--- src/rtl/pfd_div_pkg.sv ---
// Package: shared constants for the divide-by-1000 phase-frequency detector.
// Assumes decimal counter stages; the modulus and stage count are defaults
// that the modules can override.
package pfd_div_pkg;
    parameter int STAGE_MOD = 10;   // counts per divider stage
    parameter int NUM_STAGES = 3;   // cascaded stages, 10^3 = 1000

    // Detector state kept as a packed pair
    typedef struct packed {
        logic lead_ref;   // reference edge pending its feedback partner
        logic lead_fb;    // feedback edge pending its reference partner
    } pfd_state_t;
endpackage

--- src/rtl/decade_stage.sv ---
// Module: decade_stage
// One counter stage of the feedback divider. Counts 0..MOD-1 while enabled
// and raises a combinational carry in the cycle it holds MOD-1 with enable
// high, so the next stage advances on the same edge that this one wraps.
// Assumes a synchronous active-low reset.
module decade_stage #(
    parameter int MOD = pfd_div_pkg::STAGE_MOD,
    localparam int W = $clog2(MOD)
) (
    input  logic         clk,
    input  logic         rst_n,
    input  logic         en,
    output logic [W-1:0] digit,
    output logic         carry
);
    localparam logic [W-1:0] LAST = W'(MOD - 1);

    logic [W-1:0] cnt_q;

    // Carry when enabled at the terminal count
    always_comb carry = en && (cnt_q == LAST);

    // Count up, wrap at the terminal count
    always_ff @(posedge clk) begin
        if (!rst_n)
            cnt_q <= '0;
        else if (carry)
            cnt_q <= '0;
        else if (en)
            cnt_q <= cnt_q + 1'b1;
    end

    assign digit = cnt_q;

    // the stage never leaves its range
    p_range_r3: assert property (@(posedge clk) disable iff (!rst_n)
        cnt_q <= LAST);

    // after a carry the stage is back at zero
    p_wrap_r3: assert property (@(posedge clk) disable iff (!rst_n)
        carry |=> (cnt_q == '0));

    // without enable the count holds
    p_hold_r3: assert property (@(posedge clk) disable iff (!rst_n)
        !en |=> $stable(cnt_q));
endmodule

--- src/rtl/feedback_divider.sv ---
// Module: feedback_divider
// Cascades STAGES counter stages to divide the oscillator clock by MOD^STAGES.
// The output is high while the last stage is in its upper half and falls on
// the edge where the last stage wraps, which is the feedback event.
// Assumes MOD is even so the output has an equal duty cycle.
module feedback_divider #(
    parameter int MOD    = pfd_div_pkg::STAGE_MOD,
    parameter int STAGES = pfd_div_pkg::NUM_STAGES,
    localparam int W = $clog2(MOD)
) (
    input  logic clk,
    input  logic rst_n,
    output logic div_out
);
    localparam logic [W-1:0] HALF = W'(MOD / 2);

    logic [STAGES:0] en_chain;
    logic [W-1:0]    digit [STAGES];

    assign en_chain[0] = 1'b1;

    // One stage per decimal digit, each enabled by the previous carry
    for (genvar i = 0; i < STAGES; i++) begin : g_stage
        decade_stage #(.MOD(MOD)) u_stage (
            .clk   (clk),
            .rst_n (rst_n),
            .en    (en_chain[i]),
            .digit (digit[i]),
            .carry (en_chain[i+1])
        );

        // every digit stays inside its range
        p_digit_r3: assert property (@(posedge clk) disable iff (!rst_n)
            digit[i] < W'(MOD));
    end

    // Output level from the most significant digit
    always_comb div_out = (digit[STAGES-1] >= HALF);

    // the last carry is the feedback falling edge
    p_fb_fall_r3: assert property (@(posedge clk) disable iff (!rst_n)
        en_chain[STAGES] |=> !div_out);

    // the output only falls on the last carry
    p_fall_only_r2: assert property (@(posedge clk) disable iff (!rst_n)
        (div_out && !en_chain[STAGES]) |=> div_out);
endmodule

--- src/rtl/phase_freq_detector.sv ---
// Module: phase_freq_detector
// Edge-ordered phase-frequency detector on falling edges of two inputs that
// are synchronous to clk. A lone reference edge sets the lead_ref state, a
// lone feedback edge sets lead_fb, and once both are set they clear together.
// Outputs are active low. Rising input edges are ignored.
module phase_freq_detector
    import pfd_div_pkg::*;
(
    input  logic clk,
    input  logic rst_n,
    input  logic ref_lvl,
    input  logic fb_lvl,
    output logic up_n,
    output logic down_n
);
    logic       ref_prev, fb_prev;
    logic       ref_fall, fb_fall;
    pfd_state_t st_q, st_set;

    // Falling edge detection against the previous level
    always_comb begin
        ref_fall = ref_prev && !ref_lvl;
        fb_fall  = fb_prev  && !fb_lvl;
    end

    // Remember input levels for edge detection
    always_ff @(posedge clk) begin
        if (!rst_n) begin
            ref_prev <= 1'b0;
            fb_prev  <= 1'b0;
        end else begin
            ref_prev <= ref_lvl;
            fb_prev  <= fb_lvl;
        end
    end

    // States after this edge's events, before the mutual clear
    always_comb begin
        st_set.lead_ref = st_q.lead_ref || ref_fall;
        st_set.lead_fb  = st_q.lead_fb  || fb_fall;
    end

    // Update the detector state; both set means clear both
    always_ff @(posedge clk) begin
        if (!rst_n)
            st_q <= '0;
        else if (st_set.lead_ref && st_set.lead_fb)
            st_q <= '0;
        else
            st_q <= st_set;
    end

    assign up_n   = !st_q.lead_ref;
    assign down_n = !st_q.lead_fb;

    // never both corrections at once
    p_not_both_r9: assert property (@(posedge clk) disable iff (!rst_n)
        !(st_q.lead_ref && st_q.lead_fb));

    // a lone reference edge raises the speed-up request
    p_ref_first_r4: assert property (@(posedge clk) disable iff (!rst_n)
        (ref_fall && !fb_fall && !st_q.lead_fb) |=> !up_n);

    // the speed-up request holds until a feedback edge
    p_up_hold_r4: assert property (@(posedge clk) disable iff (!rst_n)
        (!up_n && !fb_fall) |=> !up_n);

    // a lone feedback edge raises the slow-down request
    p_fb_first_r5: assert property (@(posedge clk) disable iff (!rst_n)
        (fb_fall && !ref_fall && !st_q.lead_ref) |=> !down_n);

    // the partner edge clears both requests
    p_clear_r6: assert property (@(posedge clk) disable iff (!rst_n)
        ((!up_n && fb_fall) || (!down_n && ref_fall)) |=> (up_n && down_n));

    // coincident edges leave both outputs high
    p_coincide_r7: assert property (@(posedge clk) disable iff (!rst_n)
        (ref_fall && fb_fall && up_n && down_n) |=> (up_n && down_n));

    // no falling edge, idle state stays idle
    p_idle_r8: assert property (@(posedge clk) disable iff (!rst_n)
        (!ref_fall && !fb_fall && up_n && down_n) |=> (up_n && down_n));
endmodule

--- src/rtl/pll_pfd_div1000.sv ---
// Module: pll_pfd_div1000
// Digital core of a multiply-by-1000 loop: the oscillator clock is divided
// by three cascaded decimal stages, and the divided signal is compared with
// the reference by a falling-edge phase-frequency detector. Assumes ref_in is
// synchronous to clk_osc; the analog loop parts are outside this block.
module pll_pfd_div1000 #(
    parameter int MOD    = pfd_div_pkg::STAGE_MOD,
    parameter int STAGES = pfd_div_pkg::NUM_STAGES
) (
    input  logic clk_osc,
    input  logic rst_n,
    input  logic ref_in,
    output logic fb_div,
    output logic up_n,
    output logic down_n
);
    logic fb_int;

    feedback_divider #(.MOD(MOD), .STAGES(STAGES)) u_div (
        .clk     (clk_osc),
        .rst_n   (rst_n),
        .div_out (fb_int)
    );

    phase_freq_detector u_pfd (
        .clk    (clk_osc),
        .rst_n  (rst_n),
        .ref_lvl(ref_in),
        .fb_lvl (fb_int),
        .up_n   (up_n),
        .down_n (down_n)
    );

    assign fb_div = fb_int;

    // the first edge after a reset edge shows idle outputs
    p_reset_r1: assert property (@(posedge clk_osc)
        !rst_n |=> (up_n && down_n && !fb_div));
endmodule

--- config.mk ---
export PLATFORM = sky130hd
export DESIGN_NAME = pll_pfd_div1000
export DESIGN_NICKNAME = d
export VERILOG_FILES = /design/src/rtl/pfd_div_pkg.sv /design/src/rtl/decade_stage.sv /design/src/rtl/feedback_divider.sv /design/src/rtl/phase_freq_detector.sv /design/src/rtl/pll_pfd_div1000.sv
export SDC_FILE = /design/constraint.sdc
export NUM_CORES = 1
export LEC_CHECK = 0
export ABC_AREA = 1
export BUFFER_PORTS_ARGS = -buffer_cell sky130_fd_sc_hd__buf_4
export CAP_MARGIN = 20
export CORE_MARGIN = 1.5
export CORE_UTILIZATION = 33
export CTS_CLUSTER_DIAMETER = 30
export CTS_CLUSTER_SIZE = 25
export DETAILED_ROUTE_END_ITERATION = 10
export GPL_TIMING_DRIVEN = 0
export PLACE_DENSITY_LB_ADDON = 0.12
export SYNTH_ARGS = -nofsm -noshare
export SYNTH_HDL_FRONTEND = slang
export SYNTH_SLANG_ARGS = --single-unit
--- constraint.sdc ---
create_clock -name clk_osc -period 1.5 [get_ports clk_osc]
set_clock_uncertainty 0.15 [all_clocks]
set_input_delay 0.15 -clock clk_osc [delete_from_list [all_inputs] [get_ports clk_osc]]
set_output_delay 0.15 -clock clk_osc [all_outputs]
set_load 0.03 [all_outputs]
* After elaboration in Yosys (flattened, before gate mapping)
Cells that the tools add are included.
Cells by class: $add $sub $neg 3, order comparisons 1, eq/ne operators 3, bitwise logic cells 1, reduce and logical (&&, ||, !) cells 15
Operator list (count):
- $add 4x1->4 const B | 3
- $eq 4x4->1 const B | 3
- $reduce_or 2->1 | 4
- $logic_and 1x1->1 | 5
- $ge 4x3->1 const B | 1
- $logic_not 1->1 | 4
- $logic_or 1x1->1 | 2
- $not 1->1 | 1
Storage, ports and cells: register bits after elaboration 16, bits of input ports 3, output and inout bits 3

* Depth between registers and ports, before layout
Gate-level depths: netlist (run 1).
depth in word-level cells 6, depth in mapped cells 9

* Hierarchy
A second synthesis (run 1) with hierarchy kept.
Second synthesis, totals: cell total of the unflattened synthesis 119, area, all modules 810.8 sq um
Modules (own cells, without submodules):
- decade_stage | times used 3, cells each 31, area an instance 211.5 sq um, seq. area each 80.1 sq um
- phase_freq_detector | times used 1, cells each 22, area an instance 160.2 sq um, seq. area each 80.1 sq um
- feedback_divider | times used 1, cells each 4, area an instance 16.3 sq um, seq. area each 0.0 sq um

* Least setup slack after synthesis (run 1)
Ideal clock, no wire load.
path kind register -> register, start reg u_div.g_stage[0].u_stage.cnt_q[0], end reg u_div.g_stage[2].u_stage.cnt_q[3], setup time 0.109 ns, data arrival time 1.052 ns, data required time 1.241 ns, path slack 0.189 ns, cell stages (with the launch flop) 9, buffers on the path 0, clock period less this slack 1.311 ns, path through dfxtp_1 ha_1 nand2_2 nor2_4 nand2_4 nand2_4 nand2_4 nand2_1 inv_1
Between the ends: longest elaborated chain between the ends 4
RTL lines:
- start: declaration | RTL line decade_stage.sv:18 | logic [W-1:0] cnt_q;
- start signal: assignment | RTL line decade_stage.sv:30 | cnt_q <= cnt_q + 1'b1;
- $eq 4x4->1 * | RTL line decade_stage.sv:21 | always_comb carry = en && (cnt_q == LAST);
- $logic_and 1x1->1 * | RTL line decade_stage.sv:21
- $logic_and 1x1->1 | RTL line decade_stage.sv:21
- $reduce_or 2->1 (no source line)
- end signal: assignment | RTL line decade_stage.sv:30
- end: declaration | RTL line decade_stage.sv:18
Mark *: on every way between the ends. The rest lies on a longest branch, timed or not. A chain may end at the register's enable or synchronous reset.

* Final worst setup path (run 1)
start reg u_div.g_stage[2].u_stage.cnt_q[0], end out fb_div
Between the ends: longest elaborated chain between the ends 1
RTL lines:
- $ge 4x3->1 | RTL line feedback_divider.sv:38 | always_comb div_out = (digit[STAGES-1] >= HALF);
- end: declaration | RTL line pll_pfd_div1000.sv:13 | output logic fb_div,
No other way between the ends.

==> impl_metrics.py, run 1 <==
metrics = {
    "run_status": {
        "status": "finished, final reports clean",
    },
    "clock_tree": {
        "insertion_delay_ns": 0.29,
        "numCtsBuffers": 3,
        "clk_pin_slew_ns": 0.10,
        "cts.sinks": 16,
        "cts_max_path_buffers": 2,
        "clockRootBuffer": "clkbuf_4",
        "htree_num_levels": 1,
        "cts_tree": "yes",
    },
    "global_routing": {
        "grtUsageTotal_pct": 13.3,
        "first_global_vias": 651,
        "grt_max_degree": 10,
        "antenna_found_initial": 0,
        "grt-ovfl-total": 0,
        "grt_pass1_wl_um": 2620,
    },
    "finish": {
        "num_antenna_cells": 0,
        "area_growth_pct": 30.4,
        "final_nets": 140,
        "fin_area_mm2": 0.00109,
        "layout-drive-gt1-share_pct": 29.5,
    },
    "sta": {
        "maxSlewViolCount": 0,
        "grt_setup_unrepaired": "true",
        "finalHoldViolCount": 0,
        "fmax_ghz": 0.670,
        "setup_tns_ns": 0,
        "min_period_over_period_pct": 99.5,
        "setup_viol": 0,
        "timing.final.crit_period_ns": 1.49,
        "tightest_slew_ns": 0.244,
        "max_slew_margin_pct": 83.7,
    },
    "synthesis": {
        "yosysMostFrequentCell": "nand2_1",
        "synth_fa_ha_area_share_pct": 10.5,
        "synth_compound_area_share_pct": 3.90,
        "synthXorXnorAreaFrac_pct": 3.15,
        "yosys.area.top_type": "dfxtp_1",
        "synth_edf_count": 0,
        "synthTopCellsByCount": "34 x nand2_1, 20 x inv_1, 16 x dfxtp_1",
        "synth_top_area_share_pct": 38.4,
        "synth_top_family_by_area": "simple AND/OR/NAND/NOR gates",
        "syn_nets": 120,
        "ys_top_cells_by_area": "dfxtp_1 38%, nand2_1 15%, ha_1 10%",
        "synth_cells": 110,
        "synth-seq-area-share_pct": 38.4,
        "avgSynthCellArea_um2": 7.59,
        "synth-seq-cells": 16,
        "synth_cell_types": 18,
        "synth-simple-area-share_pct": 35.1,
        "synth.mux.area_fraction_pct": 0,
        "syn-cell-area_um2": 835,
        "synth_flop_cell": "dfxtp_1",
        "ys_async_sr_fraction_pct": 0,
        "yosysWarnings": 0,
    },
    "setup_path": {
        "endpoint": "fb_div",
        "cp-start-kind": "flip-flop",
        "r2r_start": "u_div.g_stage[2].u_stage.digit[0]$_SDFFE_PP0P_",
        "crit_path_start": "u_div.g_stage[2].u_stage.digit[0]$_SDFFE_PP0P_",
        "rr_worst_depth": 8,
        "path_max_fanout": 3,
        "cp.arrival_ns": 1.19,
        "critPathKind": "reg -> out",
        "reg2reg_slack_ns": 0.09,
        "reg2reg_to": "u_div.g_stage[2].u_stage.digit[2]$_SDFFE_PP0P_",
        "required_ns": 1.20,
        "crit_path_end_kind": "output pin",
    },
    "place": {
        "port_buffers": 5,
        "dpl.hpwl_um": 1030,
        "place_area_um2": 910,
        "gp_congestion": 0.817,
    },
    "flow_run": {
        "cap_viol_max_count": 0,
    },
    "drt": {
        "drt_iter0_drc": 2,
        "routed_wl_um": 1550,
        "via_per_inst": 4.36,
        "wl_per_cell_um": 9.74,
        "drt_first_pass_iters": 2,
        "via_count": 693,
        "ant_nets": 0,
        "drc": 0,
    },
    "floorplanning": {
        "die_w_um": 53.3,
        "num_io_pins": 6,
        "start_util_pct": 34.3,
        "dieHeight_um": 53.3,
        "fp-row-count": 18,
        "core_mm2": 0.00243,
        "die_area_mm2": 0.00284,
    },
    "hold_path": {
        "holdCritPathClass": "reg -> reg",
        "hold_depth": 1,
    },
    "pwr": {
        "power.leakage_uw": 0.000529,
        "peakVddDrop_mv": 0.446,
        "finalPower_uw": 800,
        "power.density_mw_per_mm2": 735,
    },
}
==> registers in the layout, summed over array words and instances (netlist names) <==
name and count:
u_div.g_stage.u_stage.digit 12, u_pfd.fb_prev 1, u_pfd.ref_prev 1, u_pfd.st_q 2
==> metrics by stage <==
step | cells | utilization, % | worst slack, ns | hold slack (ns)
final | 159 | 44.8 | 0.00720 | 0.324
after global routing | 159 | 44.8 | -0.0603 | 0.346
after CTS | 156 | 42.3 | -0.0285 | 0.340
after detailed placement | 145 | 37.4 | 0.0271 | 0.198
after global placement | 145 | 37.4 | 0.0528 | 0.193
after floorplan | 110 | - | 0.189 | 0.0935
==> report_power, final <==
part / total (uW) / leakage [uW] / internal [uW] / switching (uW)
registers: 442 / 0.000132 / 434 / 8.82
clock network: 296 / 0.0000210 / 148 / 148
logic: 61.3 / 0.000376 / 31.3 / 30.1
total: 800 / 0.000529 / 613 / 187
==> cells in the final DEF (no fill, tap or decap), types with 4 or more instances in the layout <==
cell / netlist / routed
a21oi_1: 4 / 4
buf_4: 0 / 10
dfxtp_1: 16 / 11
dfxtp_2: 0 / 4
ha_1: 7 / 4
inv_1: 20 / 17
nand2_1: 34 / 31
nand2_2: 1 / 4
nand3_1: 4 / 4
nor2_1: 6 / 6
==> how the worst min path moves through the flow <==
stage / start / slack, ns / endpoint
after floorplan: rst_n / 0.09 / u_pfd.ref_prev$_SDFF_PN0_
after global placement: ref_in / 0.19 / u_pfd.ref_prev$_SDFF_PN0_
after detailed placement: ref_in / 0.20 / u_pfd.ref_prev$_SDFF_PN0_
after CTS: u_div.g_stage[0].u_stage.digit[0]$_SDFF_PP0_ / 0.34 / u_div.g_stage[0].u_stage.digit[0]$_SDFF_PP0_
after global routing: u_div.g_stage[0].u_stage.digit[0]$_SDFF_PP0_ / 0.35 / u_div.g_stage[0].u_stage.digit[0]$_SDFF_PP0_
final: u_div.g_stage[0].u_stage.digit[0]$_SDFF_PP0_ / 0.32 / u_div.g_stage[0].u_stage.digit[0]$_SDFF_PP0_
==> worst max-delay path, stage by stage (launching register included) <==
cell	delay, ns
dfxtp_4	0.38
inv_2	0.04
ha_2	0.16
nand2_2	0.06
nand2_2	0.06
nand2_2	0.07
buf_6	0.12
==> layout make-up <==
type / count / area (um^2)
repair buffers: 15 / 136
inverters: 20 / 75.1
clock buffers: 4 / 36.3
fillers: 267 / 1340
multi-input cells: 74 / 474
well taps: 30 / 37.5
flip-flops and latches: 16 / 329
==> logic make-up after synthesis <==
family	Yosys count
AND/OR/NAND/NOR	58
flip-flops	16
XOR/XNOR	3
adder cells (fa/ha/maj)	7
buffers and inverters	20
AO/OA/AOI/OAI	6
==> per-layer routing <==
layer,track usage (%),part of all wire (%),up-vias
met2,21.4,46,12
li1,-,-,369
met3,3.95,3.9,7
met5,0,0,-
met1,14.8,47,305
met4,8.97,3.0,0
==> repair_timing <==
item | CTS | global route
gates cloned | 0 | 0
setup buffers | 4 | 3
pin swaps | 4 | 7
resized for setup | 10 | 8
hold buffers | 3 | 0
setup endpoints to repair | 1 | 5
hold endpoints to repair | 3 | 0
(Power assumes the default switching activity.)
==> inputs of run 2 (changes only) <==
Settings changed: CTS_BUF_LIST from default to sky130_fd_sc_hd__clkbuf_8.
==> run 2 against run 1 <==
Die area unchanged. Fmax increased by 2.9%. Final cell count decreased by 2.5%. Sequential cell count unchanged. Highest routed layer unchanged.
==> impl_metrics.py, run 2 (synthesis results as in run 1) <==
metrics = {
    "setup_path": {
        "crit_path_end_kind": "output pin",
        "cp-start-kind": "flip-flop",
        "critPathKind": "reg -> out",
        "cp.arrival_ns": 1.15,
        "path_max_fanout": 4,
        "required_ns": 1.20,
    },
    "pwr": {
        "p_int_uw": 694,
        "pwr-share-seq_pct": 49.6,
        "power_frac_comb_pct": 6.4,
        "clkPwrFrac_pct": 44.0,
        "power.density_mw_per_mm2": 832,
        "p_sw_share_pct": 22.1,
        "peakVddDrop_mv": 0.496,
        "p_switching_uw": 197,
        "power.leakage_uw": 0.000519,
        "finalPower_uw": 891,
    },
    "drt": {
        "drc": 0,
        "via_per_inst": 4.32,
        "wl_per_cell_um": 9.68,
        "drt_first_pass_iters": 3,
        "via_count": 669,
        "drt_iter0_drc": 2,
        "ant_nets": 0,
        "routed_wl_um": 1500,
    },
    "clock_tree": {
        "htree_num_levels": 1,
        "cts_tree": "yes",
        "numCtsBuffers": 3,
        "clockRootBuffer": "clkbuf_8",
        "insertion_delay_ns": 0.25,
        "cts_max_path_buffers": 2,
        "clk_pin_slew_ns": 0.07,
        "cts.sinks": 16,
    },
    "sta": {
        "maxSlewViolCount": 0,
        "fin_hold_ws_ns": 0.00801,
        "fmax_ghz": 0.689,
        "grt_setup_unrepaired": "true",
        "min_period_over_period_pct": 96.7,
        "setup_viol": 0,
        "finalHoldViolCount": 0,
        "tightest_slew_ns": 0.233,
        "timing.final.crit_period_ns": 1.45,
        "setup_tns_ns": 0,
        "max_slew_margin_pct": 84.4,
    },
    "global_routing": {
        "grtUsageTotal_pct": 13.1,
        "grt_pass1_wl_um": 2570,
        "grt-ovfl-total": 0,
        "antenna_found_initial": 0,
        "gr-usage-met2_pct": 20.6,
        "top_usage_layer": "met2",
        "met1_usage_pct": 14.5,
        "grt_util_met3_pct": 4.80,
        "first_global_vias": 637,
        "grt_max_degree": 10,
    },
    "floorplanning": {
        "fp-row-count": 18,
        "die_w_um": 53.3,
        "num_io_pins": 6,
        "die_area_mm2": 0.00284,
        "dieHeight_um": 53.3,
        "core_mm2": 0.00243,
        "start_util_pct": 34.3,
    },
    "finish": {
        "final_common_cell": "nand2_1",
        "largest_register_ffs": 12,
        "final_cell_mix": "31 x nand2_1, 17 x inv_1, 12 x dfxtp_1",
        "final_nets": 136,
        "layout-drive-gt1-share_pct": 28.0,
        "area_growth_pct": 28.3,
        "fin_area_mm2": 0.00107,
        "fill_cells": 258,
        "num_antenna_cells": 0,
        "stdcell_count": 155,
    },
    "run_status": {
        "status": "finished, final reports clean",
    },
    "hold_path": {
        "holdCritPathClass": "in -> reg",
    },
    "flow_run": {
        "cap_viol_max_count": 0,
    },
    "place": {
        "port_buffers": 5,
        "place_area_um2": 910,
        "gp_congestion": 0.817,
        "dpl.hpwl_um": 1030,
        "dpl.cell_count": 145,
    },
}
## run 2: critical path, stage by stage (launching register included)
cell	delay [ns]
dfxtp_4	0.38
inv_2	0.04
ha_2	0.17
nand2_2	0.05
nand2_2	0.06
nand2_2	0.07
buf_6	0.12
## run 2: worst paths after layout
| check | start | end | slack (ns) | depth (start not counted) |
|---|---|---|---|---|
| max | u_div.g_stage[2].u_stage.digit[0]$_SDFFE_PP0P_ | fb_div | 0.05 | 6 |
| min reg2reg | u_div.g_stage[0].u_stage.digit[0]$_SDFF_PP0_ | u_div.g_stage[0].u_stage.digit[0]$_SDFF_PP0_ | 0.32 | 1 |
| max reg2reg | u_div.g_stage[0].u_stage.digit[1]$_SDFF_PP0_ | u_div.g_stage[2].u_stage.digit[3]$_SDFFE_PP0P_ | 0.10 | 9 |
| min | rst_n | u_pfd.ref_prev$_SDFF_PN0_ | 0.008 | 3 |
## run 2: cell type report
class	instances	area (um^2)	area share (%)
well taps	30	37.5	3.50
multi-input cells	74	474	44.3
inverters	20	75.1	7.01
flip-flops and latches	16	328	30.6
repair buffers	11	101	9.46
clock buffers	4	55.1	5.14
## run 2: through the flow
step                worst slack [ns]  util [%]
finish                        0.0495      44.0
global route                 -0.0102      44.0
CTS                          0.00991      41.6
detailed placement            0.0271      37.4
global placement              0.0528      37.4
floorplan                      0.189         -
## run 2: power groups by stage
stage,Clock [uW],Combinational [uW],Sequential (uW)
CTS,407,48.2,441
finish,392,56.9,442
detailed placement,0,45.9,452
floorplan,0,30.7,451
global route,431,65.3,443
global placement,0,44.7,452
## run 2: what timing repair did
action	4_1_cts	5_1_grt
endpoints found under the setup margin	1	5
hold endpoints to repair	1	0
setup buffers	3	2
hold buffers	1	0
pin swaps	2	6
gates resized for setup	7	10
cloned	0	0
## run 2: per-layer routing
layer	share of wire, %	up-vias
met1	46	292
met3	4.2	5
met2	47	11
li1	-	361
met4	2.7	0
met5	0	-
==> inputs of run 3 (changes only) <==
Settings changed: REMOVE_ABC_BUFFERS from default to 1, SETUP_SLACK_MARGIN from default to 0.15.
==> run 3 against run 2 <==
Hold slack better by 0.017 ns. Highest routed layer unchanged. Worst setup slack better by 0.010 ns. Clock power hardly changed.
==> impl_metrics.py, run 3 (synthesis results as in run 1) <==
metrics = {
    "run_status": {
        "status": "finished, final reports clean",
    },
    "pwr": {
        "power_frac_comb_pct": 9.0,
        "p_switching_uw": 206,
        "p_int_uw": 709,
        "power.density_mw_per_mm2": 757,
        "peakVddDrop_mv": 0.476,
        "p_sw_share_pct": 22.5,
        "pwr-share-seq_pct": 48.2,
        "clkPwrFrac_pct": 42.8,
        "power.leakage_uw": 0.000573,
        "finalPower_uw": 915,
    },
    "sta": {
        "max_slew_margin_pct": 83.5,
        "min_period_over_period_pct": 96.0,
        "tightest_slew_ns": 0.247,
        "fmax_ghz": 0.694,
        "setup_tns_ns": 0,
        "grt_setup_unrepaired": "true",
        "setup_viol": 0,
        "maxSlewViolCount": 0,
        "fin_hold_ws_ns": 0.0254,
        "timing.final.crit_period_ns": 1.44,
        "finalHoldViolCount": 0,
    },
    "setup_path": {
        "critPathKind": "reg -> out",
        "cp.arrival_ns": 1.14,
        "cp-start-kind": "flip-flop",
        "path_max_fanout": 3,
        "crit_path_end_kind": "output pin",
        "required_ns": 1.20,
    },
    "global_routing": {
        "first_global_vias": 668,
        "grt_pass1_wl_um": 2690,
        "antenna_found_initial": 0,
        "grtUsageTotal_pct": 13.6,
        "grt-ovfl-total": 0,
        "grt_max_degree": 10,
    },
    "finish": {
        "register_area_um2": 332,
        "multi_input_area_um2": 531,
        "stdcell_count": 164,
        "largest_register_ffs": 12,
        "num_antenna_cells": 0,
        "final_common_cell": "nand2_1",
        "fin_area_mm2": 0.00121,
        "final_cell_mix": "25 x nand2_1, 15 x inv_1, 12 x buf_4",
        "area_growth_pct": 44.8,
        "fill_cells": 246,
        "final_nets": 145,
        "layout-drive-gt1-share_pct": 44.0,
    },
    "floorplanning": {
        "num_io_pins": 6,
        "start_util_pct": 34.3,
        "fp-row-count": 18,
        "core_mm2": 0.00243,
        "die_w_um": 53.3,
        "die_area_mm2": 0.00284,
        "dieHeight_um": 53.3,
    },
    "drt": {
        "ant_nets": 0,
        "via_per_inst": 4.36,
        "drt_first_pass_iters": 2,
        "routed_wl_um": 1730,
        "drt_iter0_drc": 3,
        "drc": 0,
        "wl_per_cell_um": 10.5,
        "via_count": 715,
    },
    "clock_tree": {
        "insertion_delay_ns": 0.25,
        "cts_tree": "yes",
        "clk_pin_slew_ns": 0.07,
        "clockRootBuffer": "clkbuf_8",
        "cts_max_path_buffers": 2,
        "htree_num_levels": 1,
        "numCtsBuffers": 3,
        "cts.sinks": 16,
    },
    "place": {
        "dpl.hpwl_um": 1030,
        "dpl.cell_count": 145,
        "place_area_um2": 910,
        "gp_congestion": 0.817,
        "port_buffers": 5,
    },
    "hold_path": {
        "holdCritPathClass": "in -> reg",
    },
    "flow_run": {
        "cap_viol_max_count": 0,
    },
}
==> run 3: metal layers <==
metal	vias to the layer above	part of all wire [%]	wire length, um	track usage [%]
li1	379	-	-	-
met1	324	43	739	15.1
met2	8	52	906	21.6
met3	4	2.8	48	4.80
met4	0	1.8	31	8.97
met5	-	0	0	0
==> run 3: timing repair <==
item                                    4_1_cts  5_1_grt
endpoints found under the hold margin         1        0
pin swaps                                    11       18
gates resized for setup                      19       24
hold buffers                                  1        0
endpoints found under the setup margin       11       10
buffers inserted                              7        7
==> run 3: metrics by stage <==
stage          utilization [%]  setup slack (ns)
6_report                  49.7            0.0600
2_1_floorplan                -             0.189
3_5_place_dp              37.4            0.0271
3_3_place_gp              37.4            0.0528
4_1_cts                   44.2            0.0304
5_1_grt                   49.7         -0.000731
==> run 3: area by class of cell <==
class	instances	area share, %
flip-flops and latches	16	27.4
inverters	20	6.21
well taps	30	3.11
repair buffers	20	14.8
clock buffers	4	4.55
multi-input cells	74	43.9
==> run 3: path summary, 6_finish.rpt <==
kind / startpoint / to / slack (ns) / cells past startpoint
min reg2reg: u_div.g_stage[1].u_stage.digit[3]$_SDFFE_PP0P_ / u_div.g_stage[1].u_stage.digit[3]$_SDFFE_PP0P_ / 0.34 / 2
max: u_div.g_stage[2].u_stage.digit[0]$_SDFFE_PP0P_ / fb_div / 0.06 / 6
min: rst_n / u_pfd.ref_prev$_SDFF_PN0_ / 0.03 / 3
max reg2reg: u_div.g_stage[0].u_stage.digit[1]$_SDFF_PP0_ / u_div.g_stage[2].u_stage.digit[2]$_SDFFE_PP0P_ / 0.12 / 9
==> run 3: power groups by stage <==
stage | Clock (uW) | Combinational (uW) | Sequential [uW]
global route | 426 | 91.3 | 443
CTS | 406 | 64.8 | 440
finish | 391 | 82.8 | 441
floorplan | 0 | 30.7 | 451
detailed placement | 0 | 45.9 | 452
global placement | 0 | 44.7 | 452
==> run 3: critical path: stages (launching register included) <==
cell and delay [ns]:
dfxtp_4 0.37, inv_2 0.04, ha_2 0.16, nand2_2 0.06, nand2_2 0.06, nand2_2 0.07, buf_6 0.12
